[config.mk]
export PLATFORM = sky130hd
export DESIGN_NAME = hdr_field_extractor
export DESIGN_NICKNAME = d
export VERILOG_FILES = /design/src/rtl/hfx_pkg.sv /design/src/rtl/hfx_pos_ctr.sv /design/src/rtl/hfx_parse.sv /design/src/rtl/hdr_field_extractor.sv
export SDC_FILE = /design/constraint.sdc
export NUM_CORES = 1
export LEC_CHECK = 0
export ABC_CLOCK_PERIOD_IN_PS = 16300
export BUFFER_PORTS_ARGS = -buffer_cell sky130_fd_sc_hd__buf_2
export CAP_MARGIN = 10
export CORE_MARGIN = 3
export CORE_UTILIZATION = 40
export DETAILED_ROUTE_END_ITERATION = 7
export MAX_ROUTING_LAYER = met4
export PLACE_DENSITY = 0.57
export SLEW_MARGIN = 5
export SYNTH_ARGS = -nofsm -noshare
export SYNTH_HDL_FRONTEND = slang
export SYNTH_SLANG_ARGS = --single-unit
[constraint.sdc]
create_clock -name clk -period 16.3 [get_ports clk]
set_input_delay 1.63 -clock clk [delete_from_list [all_inputs] [get_ports clk]]
set_output_delay 1.63 -clock clk [all_outputs]
set_load 0.01 [all_outputs]
[src/rtl/hfx_pkg.sv]
package hfx_pkg;

    localparam logic [15:0] ETH_IPV4 = 16'h0800;
    localparam logic [15:0] ETH_ARP  = 16'h0806;
    localparam logic [15:0] ETH_VLAN = 16'h8100;

    localparam logic [7:0] PROTO_ICMP = 8'd1;
    localparam logic [7:0] PROTO_TCP  = 8'd6;
    localparam logic [7:0] PROTO_UDP  = 8'd17;

    typedef enum logic [2:0] {
        CLS_OTHER = 3'd0,
        CLS_ARP   = 3'd1,
        CLS_IPV4  = 3'd2,
        CLS_TCP   = 3'd3,
        CLS_UDP   = 3'd4,
        CLS_ICMP  = 3'd5
    } frame_cls_e;

    typedef struct packed {
        logic [47:0] dmac;
        logic [47:0] smac;
        logic [15:0] etype;
        logic        vlan;
        logic [7:0]  proto;
        logic [31:0] sip;
        logic [31:0] dip;
        logic [15:0] sport;
        logic [15:0] dport;
        logic [7:0]  flags;
    } hdr_t;

endpackage

[src/rtl/hfx_pos_ctr.sv]
module hfx_pos_ctr #(
    parameter int unsigned POS_W = 11
) (
    input  logic             clk,
    input  logic             rst_n,
    input  logic             in_valid,
    input  logic             in_last,
    output logic [POS_W-1:0] pos,
    output logic             busy
);
    localparam logic [POS_W-1:0] POS_TOP = '1;

    typedef struct packed {
        logic [POS_W-1:0] pos;
        logic             busy;
    } ctr_t;

    ctr_t st_d, st_q;

    always_comb begin
        st_d = st_q;
        if (in_valid) begin
            if (in_last) begin
                st_d.pos  = '0;
                st_d.busy = 1'b0;
            end else begin
                st_d.busy = 1'b1;
                if (st_q.pos != POS_TOP) st_d.pos = st_q.pos + POS_W'(1);
            end
        end
    end

    always_ff @(posedge clk) begin
        if (!rst_n) st_q <= '0;
        else        st_q <= st_d;
    end

    assign pos  = st_q.pos;
    assign busy = st_q.busy;

    AST_POS_RESTART: assert property (@(posedge clk) disable iff (!rst_n)
        (in_valid && in_last) |=> (pos == '0 && !busy));
    AST_POS_STEP: assert property (@(posedge clk) disable iff (!rst_n)
        (in_valid && !in_last && pos != POS_TOP) |=> (pos == $past(pos) + POS_W'(1) && busy));
    AST_POS_HOLD: assert property (@(posedge clk) disable iff (!rst_n)
        !in_valid |=> $stable(pos) && $stable(busy));

endmodule

[src/rtl/hfx_parse.sv]
module hfx_parse
    import hfx_pkg::*;
#(
    parameter int unsigned MAX_FRAME = 1522,
    parameter int unsigned POS_W     = 11
) (
    input  logic             clk,
    input  logic             rst_n,
    input  logic             in_valid,
    input  logic [7:0]       in_data,
    input  logic             in_last,
    input  logic [POS_W-1:0] pos,
    output hdr_t             res,
    output frame_cls_e       cls,
    output logic             err,
    output logic             done
);
    localparam int unsigned NW = POS_W + 1;
    localparam logic [NW-1:0] N_MAX  = NW'(MAX_FRAME);
    localparam logic [NW-1:0] N_PLN  = NW'(14);
    localparam logic [NW-1:0] N_TAG  = NW'(18);
    localparam logic [NW-1:0] N_IPH  = NW'(20);
    localparam logic [NW-1:0] N_TCPH = NW'(14);
    localparam logic [NW-1:0] N_UDPH = NW'(4);

    typedef struct packed {
        hdr_t       wk;
        logic [3:0] ihl;
        hdr_t       res;
        frame_cls_e cls;
        logic       err;
        logic       done;
    } st_t;

    st_t st_d, st_q;

    logic [POS_W-1:0] l3b_q, l4b_q, r3, r4;
    logic             ip_on, l4_on;
    hdr_t             w;
    logic [3:0]       ihl_w;
    logic [NW-1:0]    n_bytes, b2, l4e;
    logic             e_chk;
    frame_cls_e       c_nx;

    // Offsets seen by the byte now arriving, from registered header state.
    always_comb begin
        l3b_q = st_q.wk.vlan ? POS_W'(18) : POS_W'(14);
        l4b_q = l3b_q + POS_W'({st_q.ihl, 2'b00});
        r3    = pos - l3b_q;
        r4    = pos - l4b_q;
        ip_on = (st_q.wk.etype == ETH_IPV4) && (pos >= l3b_q);
        l4_on = ip_on && (st_q.ihl >= 4'd5) && (pos >= l4b_q);
    end

    // Field capture for the current byte.
    always_comb begin
        w     = st_q.wk;
        ihl_w = st_q.ihl;
        if (in_valid) begin
            if (pos < POS_W'(6))       w.dmac = {w.dmac[39:0], in_data};
            else if (pos < POS_W'(12)) w.smac = {w.smac[39:0], in_data};
            if (pos == POS_W'(12) || pos == POS_W'(13) ||
                (st_q.wk.vlan && (pos == POS_W'(16) || pos == POS_W'(17))))
                w.etype = {w.etype[7:0], in_data};
            if (pos == POS_W'(13) && {st_q.wk.etype[7:0], in_data} == ETH_VLAN)
                w.vlan = 1'b1;
            if (ip_on) begin
                if (r3 == POS_W'(0)) ihl_w = in_data[3:0];
                if (r3 == POS_W'(9)) w.proto = in_data;
                if (r3 >= POS_W'(12) && r3 < POS_W'(16)) w.sip = {w.sip[23:0], in_data};
                if (r3 >= POS_W'(16) && r3 < POS_W'(20)) w.dip = {w.dip[23:0], in_data};
            end
            if (l4_on && (st_q.wk.proto == PROTO_TCP || st_q.wk.proto == PROTO_UDP)) begin
                if (r4 < POS_W'(2))      w.sport = {w.sport[7:0], in_data};
                else if (r4 < POS_W'(4)) w.dport = {w.dport[7:0], in_data};
            end
            if (l4_on && st_q.wk.proto == PROTO_TCP && r4 == POS_W'(13))
                w.flags = in_data;
        end
    end

    // Completion judgement on the final byte, from the updated fields.
    always_comb begin
        n_bytes = {1'b0, pos} + NW'(1);
        b2      = w.vlan ? N_TAG : N_PLN;
        l4e     = b2 + NW'({ihl_w, 2'b00});
        e_chk   = 1'b0;
        if (n_bytes < b2) begin
            e_chk = 1'b1;
        end else if (w.etype == ETH_IPV4) begin
            if (n_bytes < b2 + N_IPH)                                  e_chk = 1'b1;
            else if (ihl_w < 4'd5)                                     e_chk = 1'b1;
            else if (n_bytes < l4e)                                    e_chk = 1'b1;
            else if (w.proto == PROTO_TCP && n_bytes < l4e + N_TCPH)   e_chk = 1'b1;
            else if (w.proto == PROTO_UDP && n_bytes < l4e + N_UDPH)   e_chk = 1'b1;
        end
        if (n_bytes > N_MAX) e_chk = 1'b1;

        c_nx = CLS_OTHER;
        if (w.etype == ETH_ARP) c_nx = CLS_ARP;
        else if (w.etype == ETH_IPV4) begin
            if (w.proto == PROTO_TCP)       c_nx = CLS_TCP;
            else if (w.proto == PROTO_UDP)  c_nx = CLS_UDP;
            else if (w.proto == PROTO_ICMP) c_nx = CLS_ICMP;
            else                            c_nx = CLS_IPV4;
        end
    end

    always_comb begin
        st_d      = st_q;
        st_d.wk   = w;
        st_d.ihl  = ihl_w;
        st_d.done = 1'b0;
        if (in_valid && in_last) begin
            st_d.res  = w;
            st_d.cls  = c_nx;
            st_d.err  = e_chk;
            st_d.done = 1'b1;
            st_d.wk   = '0;
            st_d.ihl  = '0;
        end
    end

    always_ff @(posedge clk) begin
        if (!rst_n) st_q <= '0;
        else        st_q <= st_d;
    end

    assign res  = st_q.res;
    assign cls  = st_q.cls;
    assign err  = st_q.err;
    assign done = st_q.done;

    AST_DONE_AFTER_LAST: assert property (@(posedge clk) disable iff (!rst_n)
        done |-> $past(in_valid && in_last));
    AST_NONIP_CLEAN: assert property (@(posedge clk) disable iff (!rst_n)
        (done && (cls == CLS_ARP || cls == CLS_OTHER)) |-> (res.sip == '0 && res.dip == '0 && res.proto == '0));
    AST_PORTS_TCP_UDP: assert property (@(posedge clk) disable iff (!rst_n)
        (done && cls != CLS_TCP && cls != CLS_UDP) |-> (res.sport == '0 && res.dport == '0));
    AST_FLAGS_TCP_ONLY: assert property (@(posedge clk) disable iff (!rst_n)
        (done && cls != CLS_TCP) |-> (res.flags == '0));
    AST_RES_HOLD: assert property (@(posedge clk) disable iff (!rst_n)
        !done |-> ($stable(res) && $stable(err) && $stable(cls)));

endmodule

[src/rtl/hdr_field_extractor.sv]
module hdr_field_extractor
    import hfx_pkg::*;
#(
    parameter int unsigned MAX_FRAME = 1522
) (
    input  logic        clk,
    input  logic        rst_n,
    input  logic        in_valid,
    input  logic [7:0]  in_data,
    input  logic        in_last,
    output logic        busy,
    output logic        done,
    output logic        hdr_error,
    output logic [2:0]  frame_class,
    output logic        vlan_tagged,
    output logic [47:0] dst_mac,
    output logic [47:0] src_mac,
    output logic [15:0] eth_type,
    output logic [7:0]  ip_proto,
    output logic [31:0] ip_src,
    output logic [31:0] ip_dst,
    output logic [15:0] l4_src_port,
    output logic [15:0] l4_dst_port,
    output logic [7:0]  tcp_flags
);
    localparam int unsigned POS_W = $clog2(MAX_FRAME + 2);

    logic [POS_W-1:0] pos;
    hdr_t             res;
    frame_cls_e       cls;

    hfx_pos_ctr #(.POS_W(POS_W)) u_ctr (
        .clk      (clk),
        .rst_n    (rst_n),
        .in_valid (in_valid),
        .in_last  (in_last),
        .pos      (pos),
        .busy     (busy)
    );

    hfx_parse #(.MAX_FRAME(MAX_FRAME), .POS_W(POS_W)) u_parse (
        .clk      (clk),
        .rst_n    (rst_n),
        .in_valid (in_valid),
        .in_data  (in_data),
        .in_last  (in_last),
        .pos      (pos),
        .res      (res),
        .cls      (cls),
        .err      (hdr_error),
        .done     (done)
    );

    assign frame_class = cls;
    assign vlan_tagged = res.vlan;
    assign dst_mac     = res.dmac;
    assign src_mac     = res.smac;
    assign eth_type    = res.etype;
    assign ip_proto    = res.proto;
    assign ip_src      = res.sip;
    assign ip_dst      = res.dip;
    assign l4_src_port = res.sport;
    assign l4_dst_port = res.dport;
    assign tcp_flags   = res.flags;

    AST_DONE_IDLE: assert property (@(posedge clk) disable iff (!rst_n)
        done |-> !busy);
    AST_UNTAGGED_TYPE: assert property (@(posedge clk) disable iff (!rst_n)
        (done && !hdr_error && !vlan_tagged) |-> (eth_type != ETH_VLAN));

endmodule

==> impl_metrics.ini <==
[outcome]
status = completed

[timing]
slew_headroom_pct = 29.1
skew_ns = 0.0325
slew_viol_final = 0
finalCritPeriodShare_pct = 39.4
rsz0062_at_grt = false
fmax_mhz = 156
setup_violations = 0
tns_ns = 0
fin_crit_ns = 6.42
hold_viol_final = 0
worstMarginPinSlew_ns = 1.05

[cts]
clkTransAtPathRegs_ns = 0.06
clockBufferDepth = 3
insertion_delay_ns = 0.58
cts_tree = built
htree_levels = 2
ctsResizeCount = 0
cts_hold_buffers = 0
cts_buffers = 50
cts_setup_buffers = 0
cts_num_sinks = 471
root_buffer = clkbuf_16

[pwr]
p_leak_uw = 0.00912
peakVddDrop_mv = 0.0767
powerDensity_nw_per_um2 = 114
power.total_uw = 2390

[die]
die_area_um2 = 50800
die_h_um = 225
fp-row-count = 79
start_util_pct = 40.9
design.core.area_um2 = 47100
io_pins = 243
die_w_um = 225

[final_layout]
final_cells = 2684
diodes = 0
fin_util_pct = 44.4
area_delta_synth_final_pct = 8.65
nFillCells = 4621
nNetsFinal = 2094
multi_input_area_um2 = 7580
layout.area.seq_um2 = 9430
design_area_um2 = 20900
final_layout_size_suffix_gt1_share_pct = 17.2

[yosys]
yosysWarnings = 0
synth_edf_count = 0
synthDistinctLibCells = 61
synth-seq-cells = 471
ys_seq_area_share_pct = 49.0
synth_top_area_share_pct = 49.0
synth_top_cell_by_area = dfxtp_1
netlist_area_um2 = 19200
synth.avg_cell_area_um2 = 9.26
ys.flop_type = dfxtp_1
ys_async_sr_fraction_pct = 0
syn_inst = 2078
netlist_top_cells_area = dfxtp_1 (49%), mux2i_1 (12%), buf_4 (8.9%), o21ai_0 (6.2%), nor2_1 (5.1%)

[critical_path]
arrival_ns = 6.88
crit_slowest_cell = dfxtp_1
worst-path-buf-inv = 3
cpLargestDelayFamily = simple AND/OR/NAND/NOR gates
path_class = reg2reg
required_ns = 16.76
worst_setup_path_end_kind = register
worst-path-max-fanout = 12
critPathMaxStageDelay_ns = 0.62
cp-start-kind = register

[routing]
route.detailed.drc = 0
top_layer_used = met4
via_per_inst = 4.95
wl_met3_mm = 2.91
met2WireLength_mm = 22.7
vias = 13300
dr.pass1.iters = 5
routed_wl_mm = 48.7
drt_iter0_drc = 702
drt.antenna.violating_nets = 0
routedWlPerCell_um = 18.1
wl_met1_mm = 22.1

[flow_run]
drv_cap = 0

[placed_design]
gp_congestion = 0.839
dp_hpwl_mm = 32.6
dp_cells = 2592
port_buffers = 242
placed_cell_area_um2 = 19200

[global_route]
grt_pass1_vias = 13000
grt_use_total_pct = 19.3
antenna_found_initial = 0
grt_pass1_wl_mm = 75.2
overflow = 0
grt_max_degree = 94

[worst_hold_path]
hold_path_class = reg2reg
## worst reg2reg max path: stages (launching register included)
cell,delay (ns)
dfxtp_1,0.62
inv_1,0.26
fa_1,0.53
nand2b_1,0.18
a21o_1,0.22
a2111oi_4,0.39
nand3_2,0.15
nor3_4,0.48
mux2i_1,0.38
inv_1,0.08
ha_1,0.27
a21o_1,0.17
a21oi_1,0.39
xnor2_1,0.26
inv_1,0.08
ha_1,0.23
nand2_1,0.08
xor2_1,0.16
ha_1,0.18
nor3_1,0.05
o21ai_0,0.07
o211ai_1,0.13
and4_1,0.21
or3_1,0.35
nor4_1,0.28
a21oi_1,0.10
## cells in the final DEF (no fill, tap or decap), types with 5 or more instances in the layout
| master | count |
|---|---|
| a21o_1 | 7 |
| a21oi_1 | 26 |
| and2_1 | 8 |
| buf_2 | 242 |
| buf_4 | 13 |
| clkbuf_1 | 11 |
| clkbuf_16 | 51 |
| clkbuf_8 | 15 |
| clkinv_2 | 5 |
| dfxtp_1 | 471 |
| ha_1 | 41 |
| inv_1 | 27 |
| mux2_2 | 7 |
| mux2i_1 | 229 |
| nand2_1 | 244 |
| nand3_1 | 13 |
| nand4_1 | 5 |
| nor2_1 | 259 |
| nor2b_1 | 13 |
| nor3_1 | 18 |
| nor3b_1 | 5 |
| nor4_1 | 5 |
| nor4b_1 | 5 |
| o21a_1 | 5 |
| o21ai_0 | 239 |
| o21ai_1 | 7 |
| or3_1 | 5 |
| xnor2_1 | 13 |
| xor2_1 | 11 |
## state kept, by name, indices dropped and copies added (netlist names)
name and flops:
u_parse.st_q 229, u_parse.res 225, u_ctr.pos 11, u_parse.cls 3, u_ctr.busy 1, u_parse.done 1
u_parse.err 1
## cells in the mapped netlist, types with 6 or more instances
| cell type | number |
|---|---|
| nor3_1 | 18 |
| and2_1 | 9 |
| o21ai_0 | 239 |
| mux2i_1 | 229 |
| a21o_1 | 7 |
| nor2_1 | 259 |
| ha_1 | 41 |
| nor2b_1 | 13 |
| a21oi_1 | 27 |
| inv_1 | 27 |
| nand2_1 | 245 |
| dfxtp_1 | 471 |
| buf_4 | 227 |
| buf_1 | 6 |
| buf_2 | 16 |
| o21ai_1 | 7 |
| xnor2_1 | 13 |
| xor2_1 | 11 |
| mux2_2 | 7 |
| clkbuf_1 | 100 |
| nand3_1 | 15 |
## layout make-up
| type | instances | share of cell area, % |
|---|---|---|
| clock buffer | 77 | 7.29 |
| clock inverter | 15 | 0.940 |
| sequential | 471 | 45.1 |
| multi-input combinational | 1232 | 36.3 |
| tap | 607 | 3.63 |
| inverter | 27 | 0.485 |
| timing repair buffer | 255 | 6.26 |
## metrics by stage
| step | setup slack (ns) | hold slack (ns) |
|---|---|---|
| 6_report | 9.88 | 0.443 |
| 3_5_place_dp | 9.65 | 0.438 |
| 3_3_place_gp | 9.66 | 0.430 |
| 2_1_floorplan | 10.30 | 0.426 |
| 5_1_grt | 9.39 | 0.466 |
| 4_1_cts | 9.86 | 0.452 |
## report_power, final
part           switching (uW)  internal [uW]  leakage [uW]
clock network             463            708      0.000841
registers                2.73           1150       0.00379
logic                    51.4           11.1       0.00448
## final timing paths
check	cells past startpoint	endpoint	slack (ns)	startpoint
setup / recovery	25	u_parse.err	9.88	u_ctr.pos[1]
hold / removal	2	u_parse.res[166]	0.44	u_parse.res[166]
setup reg to reg	25	u_parse.err	9.88	u_ctr.pos[1]
hold reg to reg	2	u_parse.res[166]	0.44	u_parse.res[166]
## cell families after synthesis
| logic type | Yosys count | synth area share (%) |
|---|---|---|
| DFF | 471 | 49.0 |
| adders and majority gates | 45 | 3.08 |
| AOI/OAI and AO/OA | 312 | 8.83 |
| and+or+nand+nor | 611 | 13.6 |
| muxes | 238 | 12.5 |
| other | 1 | 0.0195 |
| xor gates and xnor gates | 24 | 1.09 |
| buffers and inverters | 376 | 11.9 |
## layer usage
metal  track usage (%)  vias to the layer above
met5                 -                        -
met4              4.69                        0
met3              4.86                       62
met2              31.3                      269
met1              24.3                     6330
li1                  -                     6626
No activity file was read; power rests on OpenSTA's default activity.
